--- src/rtl/plat_regfile_pkg.sv ---
package plat_regfile_pkg;

   // Word indices (byte offset / 4) with architected meaning
   localparam int WIX_ID_A    = 0;
   localparam int WIX_ID_B    = 1;
   localparam int WIX_ID_C    = 2;
   localparam int WIX_RSTCTL  = 4;
   localparam int WIX_MEMSTAT = 5;
   localparam int WIX_LINKST  = 6;
   localparam int WIX_CLKDIV  = 12;
   localparam int WIX_BUILD   = 13;
   localparam int WIX_MEMCFG  = 14;

   typedef enum logic [2:0] {
      SEL_NONE,
      SEL_ZERO,
      SEL_MEMSTAT,
      SEL_CLKDIV,
      SEL_BUILD,
      SEL_MEMCFG,
      SEL_RSTCTL,
      SEL_DROP
   } sel_e;

endpackage

--- src/rtl/plat_regfile_decode.sv ---
module plat_regfile_decode
   import plat_regfile_pkg::*;
#(
   parameter int WIX_W = 10
) (
   input  logic [WIX_W-1:0] wix,
   input  logic             is_wr,
   output sel_e             sel
);

   sel_e rd_sel, wr_sel;

   always_comb begin
      unique case (int'(wix))
         WIX_ID_A, WIX_ID_B, WIX_ID_C: rd_sel = SEL_ZERO;
         WIX_MEMSTAT:                  rd_sel = SEL_MEMSTAT;
         WIX_CLKDIV:                   rd_sel = SEL_CLKDIV;
         WIX_BUILD:                    rd_sel = SEL_BUILD;
         WIX_MEMCFG:                   rd_sel = SEL_MEMCFG;
         default:                      rd_sel = SEL_NONE;
      endcase
   end

   always_comb begin
      unique case (int'(wix))
         WIX_RSTCTL:                   wr_sel = SEL_RSTCTL;
         WIX_ID_A, WIX_ID_B, WIX_ID_C,
         WIX_MEMSTAT, WIX_LINKST,
         WIX_CLKDIV, WIX_BUILD,
         WIX_MEMCFG:                   wr_sel = SEL_DROP;
         default:                      wr_sel = SEL_NONE;
      endcase
   end

   assign sel = is_wr ? wr_sel : rd_sel;

endmodule

--- src/rtl/plat_regfile_rdmux.sv ---
module plat_regfile_rdmux
   import plat_regfile_pkg::*;
#(
   parameter int DATA_W  = 32,
   parameter int FREQ_W  = 8,
   parameter int MEMSZ_W = 4,
   parameter int SPEED_W = 12
) (
   input  logic               en,
   input  sel_e               sel,
   input  logic [FREQ_W-1:0]  clk_mhz,
   input  logic [MEMSZ_W-1:0] mem_gb,
   output logic [DATA_W-1:0]  rd_data
);

   localparam int FIELD_W = 8;
   localparam int SIZE_FW = 4;
   localparam int HI_PAD  = DATA_W - SIZE_FW - SPEED_W;

   logic [FIELD_W-1:0] freq_f;
   logic [SIZE_FW-1:0] size_f;

   generate
      if (FREQ_W == FIELD_W) begin : g_freq_full
         assign freq_f = clk_mhz;
      end else begin : g_freq_ext
         assign freq_f = {{(FIELD_W-FREQ_W){1'b0}}, clk_mhz};
      end
      if (MEMSZ_W == SIZE_FW) begin : g_size_full
         assign size_f = mem_gb;
      end else begin : g_size_ext
         assign size_f = {{(SIZE_FW-MEMSZ_W){1'b0}}, mem_gb};
      end
   endgenerate

   logic [DATA_W-1:0] w_memstat, w_clkdiv, w_build, w_memcfg, word;

   assign w_memstat = DATA_W'(32'h0000_0005);
   assign w_build   = DATA_W'(32'h0000_000E);
   assign w_clkdiv  = {8'd1, 8'd1, freq_f, 8'd1};
   assign w_memcfg  = {{HI_PAD{1'b0}}, {SPEED_W{1'b1}}, size_f};

   always_comb begin
      unique case (sel)
         SEL_MEMSTAT: word = w_memstat;
         SEL_CLKDIV:  word = w_clkdiv;
         SEL_BUILD:   word = w_build;
         SEL_MEMCFG:  word = w_memcfg;
         default:     word = '0;
      endcase
   end

   assign rd_data = en ? word : '0;

endmodule

--- src/rtl/plat_regfile_rstreq.sv ---
module plat_regfile_rstreq #(
   parameter int DATA_W  = 32,
   parameter int RST_BIT = 4
) (
   input  logic              clk,
   input  logic              rst_n,
   input  logic              hit,
   input  logic [DATA_W-1:0] wdata,
   output logic              rst_req
);

   localparam logic [DATA_W-1:0] CMD_MASK = DATA_W'(1) << RST_BIT;

   logic fire;
   assign fire = hit && (|(wdata & CMD_MASK));

   always_ff @(posedge clk or negedge rst_n) begin
      if (!rst_n) rst_req <= 1'b0;
      else        rst_req <= fire;
   end

endmodule

--- src/rtl/plat_regfile.sv ---
module plat_regfile
   import plat_regfile_pkg::*;
#(
   parameter int ADDR_W  = 12,
   parameter int DATA_W  = 32,
   parameter int SIZE_W  = 4,
   parameter int FREQ_W  = 8,
   parameter int MEMSZ_W = 4,
   parameter int SPEED_W = 12,
   parameter int RST_BIT = 4
) (
   input  logic               clk,
   input  logic               rst_n,
   input  logic               acc_valid,
   input  logic               acc_wr,
   input  logic [SIZE_W-1:0]  acc_size,
   input  logic [ADDR_W-1:0]  acc_addr,
   input  logic [DATA_W-1:0]  acc_wdata,
   input  logic [FREQ_W-1:0]  clk_mhz,
   input  logic [MEMSZ_W-1:0] mem_gb,
   output logic [DATA_W-1:0]  rd_data,
   output logic               rst_req,
   output logic               unimpl
);

   localparam int WIX_W     = ADDR_W - 2;
   localparam int ACC_BYTES = DATA_W / 8;

   generate
      if (DATA_W != 32)               begin : g_bad_data  $error("DATA_W must be 32");        end
      if (ADDR_W < 6 || ADDR_W > 16)  begin : g_bad_addr  $error("ADDR_W out of range");      end
      if (FREQ_W < 1 || FREQ_W > 8)   begin : g_bad_freq  $error("FREQ_W must be 1..8");      end
      if (MEMSZ_W < 1 || MEMSZ_W > 4) begin : g_bad_mem   $error("MEMSZ_W must be 1..4");     end
      if (SPEED_W + 4 > DATA_W)       begin : g_bad_spd   $error("SPEED_W too wide");         end
      if (RST_BIT >= DATA_W)          begin : g_bad_rbit  $error("RST_BIT outside data");     end
      if ((1 << SIZE_W) <= ACC_BYTES) begin : g_bad_size  $error("SIZE_W too narrow");        end
   endgenerate

   logic fmt_ok, live;
   sel_e sel;

   assign fmt_ok = (acc_size == SIZE_W'(ACC_BYTES)) && (acc_addr[1:0] == 2'b00);
   assign live   = acc_valid && fmt_ok;

   plat_regfile_decode #(.WIX_W(WIX_W)) u_dec (
      .wix   (acc_addr[ADDR_W-1:2]),
      .is_wr (acc_wr),
      .sel   (sel)
   );

   plat_regfile_rdmux #(
      .DATA_W(DATA_W), .FREQ_W(FREQ_W), .MEMSZ_W(MEMSZ_W), .SPEED_W(SPEED_W)
   ) u_rd (
      .en      (live && !acc_wr),
      .sel     (sel),
      .clk_mhz (clk_mhz),
      .mem_gb  (mem_gb),
      .rd_data (rd_data)
   );

   plat_regfile_rstreq #(.DATA_W(DATA_W), .RST_BIT(RST_BIT)) u_rq (
      .clk     (clk),
      .rst_n   (rst_n),
      .hit     (live && acc_wr && (sel == SEL_RSTCTL)),
      .wdata   (acc_wdata),
      .rst_req (rst_req)
   );

   assign unimpl = acc_valid && (!fmt_ok || (sel == SEL_NONE));

endmodule

--- config.mk ---
export PLATFORM = sky130hd
export DESIGN_NAME = plat_regfile
export DESIGN_NICKNAME = d
export VERILOG_FILES = /design/src/rtl/plat_regfile_pkg.sv /design/src/rtl/plat_regfile_decode.sv /design/src/rtl/plat_regfile_rdmux.sv /design/src/rtl/plat_regfile_rstreq.sv /design/src/rtl/plat_regfile.sv
export SDC_FILE = /design/constraint.sdc
export NUM_CORES = 1
export LEC_CHECK = 0
export BUFFER_PORTS_ARGS = -buffer_cell sky130_fd_sc_hd__buf_2
export CAP_MARGIN = 0
export CORE_MARGIN = 10
export CORE_UTILIZATION = 30
export CTS_CLUSTER_SIZE = 20
export DETAILED_ROUTE_END_ITERATION = 7
export PLACE_DENSITY = 0.81
export SLEW_MARGIN = 40
export SYNTH_ARGS = -nofsm -noshare
export SYNTH_HDL_FRONTEND = slang
export SYNTH_SLANG_ARGS = --single-unit
--- constraint.sdc ---
create_clock -name clk -period 3.8 [get_ports clk]
set_input_delay 0.38 -clock clk [delete_from_list [all_inputs] [get_ports clk]]
set_output_delay 0.38 -clock clk [all_outputs]
set_load 0.01 [all_outputs]
== Word level (Yosys, flattened, before mapping) ==
Memories as Yosys holds them, arrays and structs flattened.
Index checks and enable logic that the tools add are counted.

* Equal/unequal tests: 12
* Muxes and demuxes: 5
* Reductions and logical operators: 15

{| class="wikitable"
|+ Operators by type and width
! kind !! count
|-
| 25-bit case mux with 4 select lines || 1
|-
| 10-bit by 4-bit equality test with 1-bit output (second input constant) || 3
|-
| 25-bit 2-to-1 mux || 1
|-
| 3-bit case mux with 5 select lines || 1
|-
| 10-bit by 1-bit equality test with 1-bit output (second input constant) || 1
|-
| 10-bit by 2-bit equality test with 1-bit output (second input constant) || 1
|-
| 10-bit by 3-bit equality test with 1-bit output (second input constant) || 1
|-
| 10-bit zero test || 1
|-
| 3-bit equality test (second input constant) || 3
|-
| 1-bit logical AND || 7
|-
| 3-bit by 2-bit equality test with 1-bit output (second input constant) || 2
|-
| 6-bit zero test || 1
|-
| 3-bit 2-to-1 mux || 2
|-
| 4-bit by 3-bit equality test with 1-bit output (second input constant) || 1
|-
| 3-bit zero test || 1
|-
| 3-bit OR reduction || 1
|-
| 1-bit zero test || 2
|-
| 2-bit zero test || 1
|-
| 1-bit logical OR || 1
|}

* Bits in registers: 1
* Memory bits (read-only): 48
* Input port bits: 64
* Output and inout port bits: 34
* Logic and storage cells: 34
* Memories: 1

{| class="wikitable"
|+ Memories
! name !! depth !! width !! read ports !! clocked after memory_dff !! wr ports !! RTL line !! RTL
|-
| (name not given) || 16 || 3 || 1 || 0 || 0 || plat_regfile_decode.sv:25 || <nowiki>unique case (int'(wix))</nowiki>
|}

== Depth between registers and ports, before layout ==
* Depth in word-level cells: 7
* Gate-level depth with buffers: 8
* Gate-level depth less buffers: 7

== Hierarchy ==
A second synthesis with hierarchy kept.

* Cells, all modules: 95
* Area total of the unflattened synthesis: 613.1 sq um

{| class="wikitable"
|+ Modules (own cells, without submodules)
! module !! instances !! cells an instance !! area an instance (sq um) !! sequential area each (sq um)
|-
| plat_regfile_rdmux || 1 || 54 || 334.1 || 0.0
|-
| plat_regfile_decode || 1 || 31 || 190.2 || 0.0
|-
| plat_regfile || 1 || 8 || 57.6 || 0.0
|-
| plat_regfile_rstreq || 1 || 2 || 31.3 || 25.0
|}

== Least setup slack after synthesis ==
OpenSTA, ideal clock, no wires.

* Path kind: input port to output port
* Start point: in acc_addr[2]
* End point: out rd_data[24]
* Data arrival time: 1855 ps
* Required time: 3420 ps
* Path slack: 1565 ps
* Stages on the path: 6
* Buffers on the path: 1
* Path through: ha_1 or3_4 a31oi_2 nand4_4 nor3_2 buf_4

* Longest elaborated chain between the ends: 7
* Elaborated cells between the ends (all ways): 18
* Those cells by class: 10 x eq/ne; 5 x mux; 2 x reduce/logical; 1 x memory

{| class="wikitable"
|+ Ends and longest elaborated chain
! what !! RTL line !! RTL
|-
| start: declaration || plat_regfile.sv:17 || <nowiki>input logic [ADDR_W-1:0] acc_addr,</nowiki>
|-
| 10-bit by 1-bit equality test with 1-bit output (tied with other cells) || plat_regfile_decode.sv:14 || <nowiki>unique case (int'(wix))</nowiki>
|-
| 3-bit OR reduction || plat_regfile_decode.sv:14 ||
|-
| 3-bit case mux with 5 select lines || plat_regfile_decode.sv:14 ||
|-
| 3-bit 2-to-1 mux * || plat_regfile_decode.sv:35 || <nowiki>assign sel = is_wr ? wr_sel : rd_sel;</nowiki>
|-
| 3-bit equality test / 3-bit by 2-bit equality test with 1-bit output (equally long branches) || plat_regfile_rdmux.sv:44 || <nowiki>unique case (sel)</nowiki>
|-
| 25-bit case mux with 4 select lines * || plat_regfile_rdmux.sv:44 ||
|-
| 25-bit 2-to-1 mux * || plat_regfile_rdmux.sv:53 || <nowiki>assign rd_data = en ? word : '0;</nowiki>
|-
| end: declaration || plat_regfile.sv:21 || <nowiki>output logic [DATA_W-1:0] rd_data,</nowiki>
|}

Mark *: on every way between the ends. The rest lies on a longest branch, timed or not.

== Final worst setup path ==
* Start point: in acc_addr[3]
* End point: out rd_data[2]

Same word-level chain as after synthesis.

==> reports/metrics.csv <==
metric;value;unit
Hold Path Class;input pin to asynchronous set/reset pin;
max frequency;401;MHz
crit share post-route;65.6;%
Multi-input gate area;534;sq um
Avg Vias per Cell;4.59;
Post-synth EDFFs;0;
static leakage;0.443;nW
number of global-route vias before repair;792;
drt first pass iters;2;
Final Wtd Congestion;0.818;
main combinational cell family by area after synthesis;simple AND/OR/NAND/NOR gates;
final WL;2220;um
Regs by FF count;u_rq.rst_req (1);
post-synth top area share;21.1;%
worst vdd ir;0.0482;mV
crit path max fanout;6;
RSZ-0062 raised after global routing;false;
Fillers;251;
Final Hold Fails;0;
area delta synth->final;29.8;%
Yosys top cell by area;buf_4;
Die Wd;67.5;um
Reg area;25.0;sq um
Die Footprint;4550;sq um
first-pass GRT wire length;3380;um
largest cells by area after synthesis;buf_4 (21%), a21oi_2 (12%), ha_1 (7.4%), nand2_1 (6.7%), nor2_1 (5.0%);
Initial Utilization;31.1;%
commonest non-fill, non-tap cell in the layout;buf_2;
Worst-Margin Slew;597;ps
Post-CTS Setup Bufs;0;
Primary FF master, synth;dfrtp_1;
Setup crit end kind;output pin;
core area;2170;sq um
WL per Instance;13.4;um
worst relative slew slack;60.1;%
Synth Instances;91;
most frequent cells in the layout;buf_2 (52), conb_1 (14), nand2_1 (12), nor2_1 (9), a21oi_2 (9);
drt drc;0;
WP data required;3420;ps
Total GRT Usage;8.75;%
post-synthesis mux area share;0;%
Simple-Gate Fraction of Synth Area;35.2;%
max reg flops;1;
1st-iter DRT viols;38;
largest net degree at the start of global routing;11;
total power divided by cell area;71.4;nW/um^2
initial antenna violation count;0;
worst setup path class;input pin to output pin;
Fin Setup TNS;0;ps
Synth cell types;32;
Final setup viols;0;
Diodes inserted;0;
worst path arrival time;2110;ps
Final ANT Viol Nets;0;
Seq/Total Area, Yosys;3.70;%
status;finished, final reports clean;
Final #Nets;207;
MaxCap Viol Count;0;
hold buffers post-CTS;0;
clock transition at the registers of the reported paths;0;ps
I/O pins;98;
Final Instance Count excl. Fillers;165;
IO buf count;52;
Slew Limit Fails;0;
crit path time final;2490;ps
share of layout cells above drive strength 1;52.6;%
PostCTS Resize Cnt;0;
num rows;17;
flops & latches, synth;1;
Mean Syn Cell Area;7.42;sq um
global route overflow;0;
routed via count;757;
Placed Cells;165;
XOR/XNOR share of the synthesized area;0;%
Mapped Area;676;sq um
Compound-Gate Fraction of Synth Area;28.7;%
dpl hpwl;2050;um
Ys Warns;0;
Die H;67.5;um
startpoint class of the critical path;input pin;
Synth async-reset ratio;100;%
Synth Area in Adders;7.41;%
Top reg by flops;u_rq.rst_req;
CP startpoint;acc_addr[3];
==> synth_stat cells (2+ instances only) <==
cell      instances
a21oi_1           4
o21bai_1          2
nand2_1          12
o21a_1            2
inv_1             6
nand3_1           2
nor2_1            9
buf_4            19
a21oi_2           9
ha_1              4
==> area by class of cell <==
| type | instances | share of cell area, % |
|---|---|---|
| multi-input cells | 78 | 60.9 |
| repair buffers | 52 | 29.7 |
| well taps | 28 | 3.99 |
| flip-flops and latches | 1 | 2.85 |
| inverters | 6 | 2.57 |
==> where the power goes <==
part	total, mW	switching, mW	internal (mW)
registers	0.0108	0.0000000789	0.0108
clock network	0	0	0
logic	0.0518	0.0297	0.0221
total	0.0626	0.0297	0.0329
==> logic make-up after synthesis <==
| family | after synthesis |
|---|---|
| other | 1 |
| adder cells (fa/ha/maj) | 4 |
| AO/OA/AOI/OAI | 23 |
| buffers and inverters | 25 |
| flip-flops | 1 |
| AND/OR/NAND/NOR | 37 |
==> worst max-delay path, stage by stage <==
cell,delay (ps)
buf_2,110
inv_1,50
ha_1,220
or3_1,400
a221oi_2,350
a311oi_2,120
o21bai_1,220
a21oi_2,130
buf_2,140
==> worst paths after layout <==
check	to	slack, ps	depth (start not counted)
setup / recovery	rd_data[2]	1310	9
hold / removal	u_rq.rst_req	160	1
max in group asynchronous	u_rq.rst_req	3560	1
min in group clk	u_rq.rst_req	680	3
==> per-stage QoR <==
step	total power [mW]	worst slack, ps	hold WS (ps)	util (%)	area (sq um)
after floorplan	0.0486	1560	84.4	-	724
after global placement	0.0603	1340	155	40.4	877
after detailed placement	0.0623	1290	160	40.4	877
after CTS	0.0624	1290	160	40.4	877
after global routing	0.0693	1160	162	40.4	877
final	0.0626	1310	157	40.4	877
==> metal layers <==
metal	wire [um]	GRT usage [%]	part of all wire, %
met1	785	8.73	35
met2	1130	17.5	51
met3	302	3.47	14
met4	0	0	0
met5	0	0	0
Power figures use the tool's default switching activity.
